**src/rtl/gfs_pkg.sv**
```systemverilog
package gfs_pkg;

  typedef enum logic [2:0] {
    ST_IDLE, ST_PRE, ST_BODY, ST_FCS, ST_END, ST_EXT
  } seq_state_t;

  localparam logic [7:0] K_IDLE  = 8'hBC;
  localparam logic [7:0] D_IDLE2 = 8'h50;
  localparam logic [7:0] D_IDLE1 = 8'hC5;
  localparam logic [7:0] K_SOP   = 8'hFB;
  localparam logic [7:0] D_PRE   = 8'h55;
  localparam logic [7:0] D_SFD   = 8'hD5;
  localparam logic [7:0] K_EOP   = 8'hFD;
  localparam logic [7:0] K_EXT   = 8'hF7;

  localparam int PRE_LEN = 8;
  localparam int FCS_LEN = 4;
  localparam int END_LEN = 2;

  // Bits of the per-segment byte index: must hold the longer of preamble and body.
  function automatic int idx_width(input int body_len);
    return $clog2(body_len > PRE_LEN ? body_len : PRE_LEN);
  endfunction

  // Length of the segment a state spans.
  function automatic int seg_len(input seq_state_t st, input int body_len);
    case (st)
      ST_PRE:  return PRE_LEN;
      ST_BODY: return body_len;
      ST_FCS:  return FCS_LEN;
      ST_END:  return END_LEN;
      ST_EXT:  return 1;
      default: return 0;
    endcase
  endfunction

  // A read is issued lat cycles ahead of the byte slot it feeds.
  function automatic logic rd_window(input seq_state_t st, input int idx,
                                     input int body_len, input int lat);
    return (st == ST_PRE  && idx >= PRE_LEN - lat) ||
           (st == ST_BODY && idx + lat < body_len);
  endfunction

endpackage

```
**src/rtl/gfs_idle_gen.sv**
```systemverilog
module gfs_idle_gen #(
  parameter int MIN_IDLE = 12
) (
  input  logic       clk,
  input  logic       rst_n,
  input  logic       active,
  input  logic       pcs_rd_pos,
  output logic [7:0] idle_data,
  output logic       idle_k,
  output logic       gap_ready
);
  import gfs_pkg::*;

  localparam int CW = $clog2(MIN_IDLE + 1);

  logic          phase;
  logic [CW-1:0] cnt;
  logic          fix_pending;

  always_ff @(posedge clk or negedge rst_n) begin
    if (!rst_n) begin
      phase       <= 1'b0;
      cnt         <= '0;
      fix_pending <= 1'b0;
    end else if (!active) begin
      phase <= 1'b0;
      cnt   <= '0;
    end else begin
      phase <= ~phase;
      if (cnt != CW'(MIN_IDLE)) cnt <= cnt + 1'b1;
      if (cnt == '0) fix_pending <= pcs_rd_pos;
    end
  end

  assign idle_k    = ~phase;
  assign idle_data = !phase ? K_IDLE :
                     (fix_pending && cnt == CW'(1)) ? D_IDLE1 : D_IDLE2;
  // Odd byte of a pair with at least MIN_IDLE bytes sent once it completes.
  assign gap_ready = active && phase && (cnt >= CW'(MIN_IDLE - 1));

endmodule

```
**src/rtl/gfs_ctrl.sv**
```systemverilog
module gfs_ctrl #(
  parameter int BODY_LEN = 46,
  parameter int RD_LAT   = 2,
  parameter int LVL_W    = 12,
  parameter int CNT_W    = 16,
  parameter int IW       = 6
) (
  input  logic                clk,
  input  logic                rst_n,
  input  logic                gap_ready,
  input  logic [LVL_W-1:0]    body_level,
  output gfs_pkg::seq_state_t state,
  output logic [IW-1:0]       idx,
  output logic                rd_req,
  output logic                start_evt,
  output logic                pkt_done,
  output logic                disp_fix,
  output logic [CNT_W-1:0]    pkt_count
);
  import gfs_pkg::*;

  localparam bit ODD_BODY = (BODY_LEN % 2) == 1;

  seq_state_t next_state;
  logic       seg_last;

  assign start_evt = (state == ST_IDLE) && gap_ready &&
                     (body_level >= LVL_W'(BODY_LEN));
  assign seg_last  = (int'(idx) == seg_len(state, BODY_LEN) - 1);

  always_comb begin
    next_state = state;
    case (state)
      ST_IDLE: if (start_evt) next_state = ST_PRE;
      ST_PRE:  if (seg_last)  next_state = ST_BODY;
      ST_BODY: if (seg_last)  next_state = ST_FCS;
      ST_FCS:  if (seg_last)  next_state = ST_END;
      ST_END:  if (seg_last)  next_state = ODD_BODY ? ST_EXT : ST_IDLE;
      ST_EXT:  next_state = ST_IDLE;
      default: next_state = ST_IDLE;
    endcase
  end

  always_ff @(posedge clk or negedge rst_n) begin
    if (!rst_n) begin
      state     <= ST_IDLE;
      idx       <= '0;
      disp_fix  <= 1'b0;
      pkt_count <= '0;
    end else begin
      state    <= next_state;
      idx      <= (next_state != state || state == ST_IDLE) ? '0 : idx + 1'b1;
      disp_fix <= (next_state == ST_IDLE) && (state != ST_IDLE);
      if (pkt_done) pkt_count <= pkt_count + 1'b1;
    end
  end

  assign pkt_done = (state == ST_END) && (idx == IW'(1));
  assign rd_req   = rd_window(state, int'(idx), BODY_LEN, RD_LAT);

endmodule

```
**src/rtl/gfs_out_mux.sv**
```systemverilog
module gfs_out_mux #(
  parameter int IW = 6
) (
  input  gfs_pkg::seq_state_t state,
  input  logic [IW-1:0]       idx,
  input  logic [7:0]          idle_data,
  input  logic                idle_k,
  input  logic [7:0]          body_data,
  input  logic [31:0]         fcs_word,
  output logic [7:0]          tx_data,
  output logic                tx_k
);
  import gfs_pkg::*;

  always_comb begin
    tx_k    = 1'b0;
    tx_data = 8'h00;
    case (state)
      ST_PRE: begin
        if (idx == '0) begin
          tx_k    = 1'b1;
          tx_data = K_SOP;
        end else begin
          tx_data = (idx == IW'(PRE_LEN - 1)) ? D_SFD : D_PRE;
        end
      end
      ST_BODY: tx_data = body_data;
      ST_FCS:  tx_data = 8'(fcs_word >> {idx[1:0], 3'b000});
      ST_END: begin
        tx_k    = 1'b1;
        tx_data = (idx == '0) ? K_EOP : K_EXT;
      end
      ST_EXT: begin
        tx_k    = 1'b1;
        tx_data = K_EXT;
      end
      default: begin
        tx_k    = idle_k;
        tx_data = idle_data;
      end
    endcase
  end

endmodule

```
**src/rtl/gbe_frame_seq.sv**
```systemverilog
module gbe_frame_seq #(
  parameter int BODY_LEN = 46,
  parameter int RD_LAT   = 2,
  parameter int LVL_W    = 12,
  parameter int CNT_W    = 16,
  parameter int MIN_IDLE = 12
) (
  input  logic             clk,
  input  logic             rst_n,
  input  logic [LVL_W-1:0] body_level,
  input  logic [7:0]       body_data,
  input  logic [31:0]      fcs_word,
  input  logic             pcs_rd_pos,
  output logic             rd_req,
  output logic [7:0]       tx_data,
  output logic             tx_k,
  output logic             disp_fix,
  output logic             pkt_done,
  output logic [CNT_W-1:0] pkt_count
);
  import gfs_pkg::*;

  localparam int IW = idx_width(BODY_LEN);

  seq_state_t    state;
  logic [IW-1:0] idx;
  logic [7:0]    idle_data;
  logic          idle_k;
  logic          gap_ready;
  logic          start_evt;
  logic          in_gap;

  assign in_gap = (state == ST_IDLE);

  gfs_idle_gen #(.MIN_IDLE(MIN_IDLE)) u_idle (
    .clk(clk), .rst_n(rst_n), .active(in_gap), .pcs_rd_pos(pcs_rd_pos),
    .idle_data(idle_data), .idle_k(idle_k), .gap_ready(gap_ready)
  );

  gfs_ctrl #(
    .BODY_LEN(BODY_LEN), .RD_LAT(RD_LAT), .LVL_W(LVL_W), .CNT_W(CNT_W), .IW(IW)
  ) u_ctrl (
    .clk(clk), .rst_n(rst_n), .gap_ready(gap_ready), .body_level(body_level),
    .state(state), .idx(idx), .rd_req(rd_req), .start_evt(start_evt),
    .pkt_done(pkt_done), .disp_fix(disp_fix), .pkt_count(pkt_count)
  );

  gfs_out_mux #(.IW(IW)) u_mux (
    .state(state), .idx(idx), .idle_data(idle_data), .idle_k(idle_k),
    .body_data(body_data), .fcs_word(fcs_word), .tx_data(tx_data), .tx_k(tx_k)
  );

endmodule

```
**config.mk**
```make
export PLATFORM = sky130hd
export DESIGN_NAME = gbe_frame_seq
export DESIGN_NICKNAME = d
export VERILOG_FILES = /design/src/rtl/gfs_pkg.sv /design/src/rtl/gfs_idle_gen.sv /design/src/rtl/gfs_ctrl.sv /design/src/rtl/gfs_out_mux.sv /design/src/rtl/gbe_frame_seq.sv
export SDC_FILE = /design/constraint.sdc
export NUM_CORES = 1
export LEC_CHECK = 0
export BUFFER_PORTS_ARGS = -buffer_cell sky130_fd_sc_hd__buf_2
export CAP_MARGIN = 20
export CORE_MARGIN = 8
export CORE_UTILIZATION = 50
export CTS_BUF_LIST = sky130_fd_sc_hd__clkbuf_4 sky130_fd_sc_hd__clkbuf_8
export DETAILED_ROUTE_END_ITERATION = 8
export PLACE_DENSITY = 0.82
export SYNTH_ARGS = -nofsm -noshare
export SYNTH_HDL_FRONTEND = slang
export SYNTH_SLANG_ARGS = --single-unit
```
**constraint.sdc**
```tcl
create_clock -name clk -period 5.16 [get_ports clk]
set_input_delay 0.774 -clock clk [delete_from_list [all_inputs] [get_ports clk]]
set_output_delay 0.774 -clock clk [all_outputs]
set_load 0.1 [all_outputs]
```
==> results.md <==
- Status: complete, no violations
- Synth Instances: roughly 240
- CP arrival: 2.63 ns
- Vias: 2,031
- Power per cell area: 200.8 mW/mm^2
- Period Utilization, post-route: 0.6592
- Ant diodes: 0
- Relative slew slack: 0.5102
- CTS tree: built
- Cell Chain, Critical Path: ha_1, nand2_1, a32o_1, o21ai_0, nand3_1, a21oi_1, buf_2
- Sequential-to-total area share from yosys stat: 0.3540
- GRT Util Overall: 0.1614
- CP endpoint kind: output port
- DP HPWL: 4312 um
- Crit-path max FO: 16
- Slowest CP cell: dfrtp_1
- Grt total ovfl: 0
- Post-CTS Hold Fix Bufs: 0
- Antenna violations before repair: 0
- Ys async rst share: 1.000
- Initial Utilization: 0.5195
- Post-CTS Resized: 0
- Yosys top cell area share: 0.3540
- Util after Layout: 0.6368
- Clock Pin Slew Worst Setup and Hold Paths: 0.07 ns
- Mapped Nets: 303
- Post-route ant nets: 0
- Synth unique cells: 47
- Deepest clock path buffer count: 2
- Final Skew: 0.008646 ns
- First-pass GRT wire length: 9618 um
- Unrepaired setup endpoints after global routing: no
- Fmax: 294.0 MHz
- HP Class: reg2reg
- Vias in the first global route: between 2,000 and 2,500
- Post-route design area: 0.002773 mm^2
- Pleak: 1.335 nW
- Vias per Instance: 5.580
- Critical Path Start Type: flop
- Cell taking the most area after synthesis: dfrtp_1
- EDFF count, synth: 0
- Slowest Stage Delay on Critical Path: 0.71 ns
- Clock buffer count from CTS: 5
- Top delay family on crit path: flip-flops
- # rows: 24
- Die area: 0.006933 mm^2
- CTS sink count: 32
- Setup Viol. Count Final: 0
- Port bufs: 81
- Post-Syn Area: ~0.0023 mm^2
- Wire per inst: 15.45 um
- TNS Setup: 0 ns
- DRC viols: 0
- Routed WL: 5624 um
- Total power: 0.0005567 W
- Routability-driven placement congestion ratio: approximately 0.85
- Placed Area: roughly 0.0027 mm^2
- Worst slew pin tran: 0.7347 ns
- Yosys reg bits: 32
- I/O pin count: 83
- R2R setup slack: 2.64 ns
- Slew Limit Fails: 0
- Buf+Inv Stages, Crit Path: 1
- Final Hold Fails: 0
- Worst EP required: 4.39 ns
- Chip height: ~83 um
- First-pass detailed-route iteration total: 5
- Setup CP Type: reg2out
- Min cycle time layout: 3.401 ns
- Pin count of the biggest net entering global routing: 33
- VDD IR-drop max: between 0.15 and 0.2 mV
- Clk_lat worst skew: 0.28 ns
- Max_cap viols: 0
- Filler instances: 372
- Total number of H-tree levels: 2
- Non-filler instance count after layout: 364
- Placed cells: 356
- Setup Fix Bufs, Post-CTS: 0
- Die Width: approximately 83 um
- Top_reg_cell synth: dfrtp_1
- Root buffer cell: clkbuf_8
- Final nets: 376
- Synth area leaders: dfrtp_1, mux4_2, xnor2_1
- Ratio of cells with drive above 1 in the final layout: 0.3333
- Initial DRC Count: 80
- Core Region: 0.004354 mm^2
- Syn. warnings: 0
- Synth-to-layout area growth: 22.57%
- Mapped Avg Cell Area: 9.505 um^2
[worst paths after layout]
| path | from | to | cells past startpoint |
|---|---|---|---|
| worst max-delay path | u_ctrl.idx[1]$_DFF_PN0_ | rd_req | 7 |
| worst min-delay path | u_ctrl.pkt_count[15]$_DFFE_PN0P_ | u_ctrl.pkt_count[15]$_DFFE_PN0P_ | 1 |
| worst max register to register | u_ctrl.state[0]$_DFF_PN0_ | u_ctrl.state[1]$_DFF_PN0_ | 7 |
| worst min register to register | u_ctrl.pkt_count[15]$_DFFE_PN0P_ | u_ctrl.pkt_count[15]$_DFFE_PN0P_ | 1 |
| max in group asynchronous | rst_n | u_ctrl.idx[3]$_DFF_PN0_ | 1 |
| min in group asynchronous | rst_n | u_idle.fix_pending$_DFFE_PN0P_ | 1 |
[synthesized netlist by cell type, types with 7 or more instances]
cell type and count:
ha_1 10, dfrtp_1 32, inv_1 8, mux4_2 8
xnor2_1 20, a21oi_1 9, o21ai_0 12, nand4_1 7
nor2_1 20, nand2_1 19, nand3_1 12
[report_power, final]
part,internal [W],switching [W]
logic,0.0000248,0.0000392
registers,0.000251,0
clock network,0.000148,0.0000936
total,0.000424,0.000133
[layout make-up]
class | count | area (um^2) | area share
Inverter | 9 | 33.78 | 0.01218
Clock buffer | 6 | 76.32 | 0.02753
Tap cell | 52 | 65.06 | 0.02347
Sequential cell | 32 | 800.8 | 0.2888
Timing Repair Buffer | 81 | 405.4 | 0.1462
Multi-Input combinational cell | 182 | 1356 | 0.4892
Clock inverter | 2 | 35.03 | 0.01264
[cell usage in the layout, fill, tap and decap left out, drive strengths merged, types with 5 or more instances in the layout]
cell,Yosys,final
and3,5,5
nor2,20,20
clkbuf,6,6
mux4,8,8
nand2,19,19
mux2i,6,6
ha,10,10
nand3,12,12
o21ai,12,12
dfrtp,32,32
xor2,6,6
a31oi,5,5
a21oi,9,9
buf,9,81
xnor2,20,20
inv,8,8
nor3,5,5
nand4,7,7
[flip-flops by register name, indices dropped and copies added (netlist names)]
signal              cells
u_ctrl.pkt_count       16
u_ctrl.idx              6
u_idle.cnt              4
u_ctrl.state            3
u_ctrl.disp_fix         1
u_idle.fix_pending      1
u_idle.phase            1
[routing by layer]
| layer | wire length [um] | track usage |
|---|---|---|
| met1 | 2353 | 0.1936 |
| met2 | 2991 | 0.2829 |
| met3 | 267 | 0.03906 |
| met4 | 11 | 0.03355 |
| met5 | 0 | 0 |
[per-stage QoR]
stage | worst slack (ns) | hold slack, ns
2_1_floorplan | 0.04340 | 0.4728
3_3_place_gp | 2.158 | 0.4566
3_5_place_dp | 2.135 | 0.4570
4_1_cts | 1.787 | 0.4706
5_1_grt | 1.575 | 0.4979
6_report | 1.759 | 0.4635
[cells by family (layout without fill, tap and decap cells)]
| logic type | after synthesis | in the layout | synth area share |
|---|---|---|---|
| fa+ha+maj | 10 | 10 | 0.05531 |
| buf+inv | 24 | 98 | 0.04646 |
| mux | 17 | 17 | 0.1211 |
| simple gates | 87 | 87 | 0.2035 |
| compound gates | 42 | 42 | 0.1189 |
| flops | 32 | 32 | 0.3540 |
| xor+xnor | 26 | 26 | 0.1007 |
No activity file was read; power rests on OpenSTA's default activity.
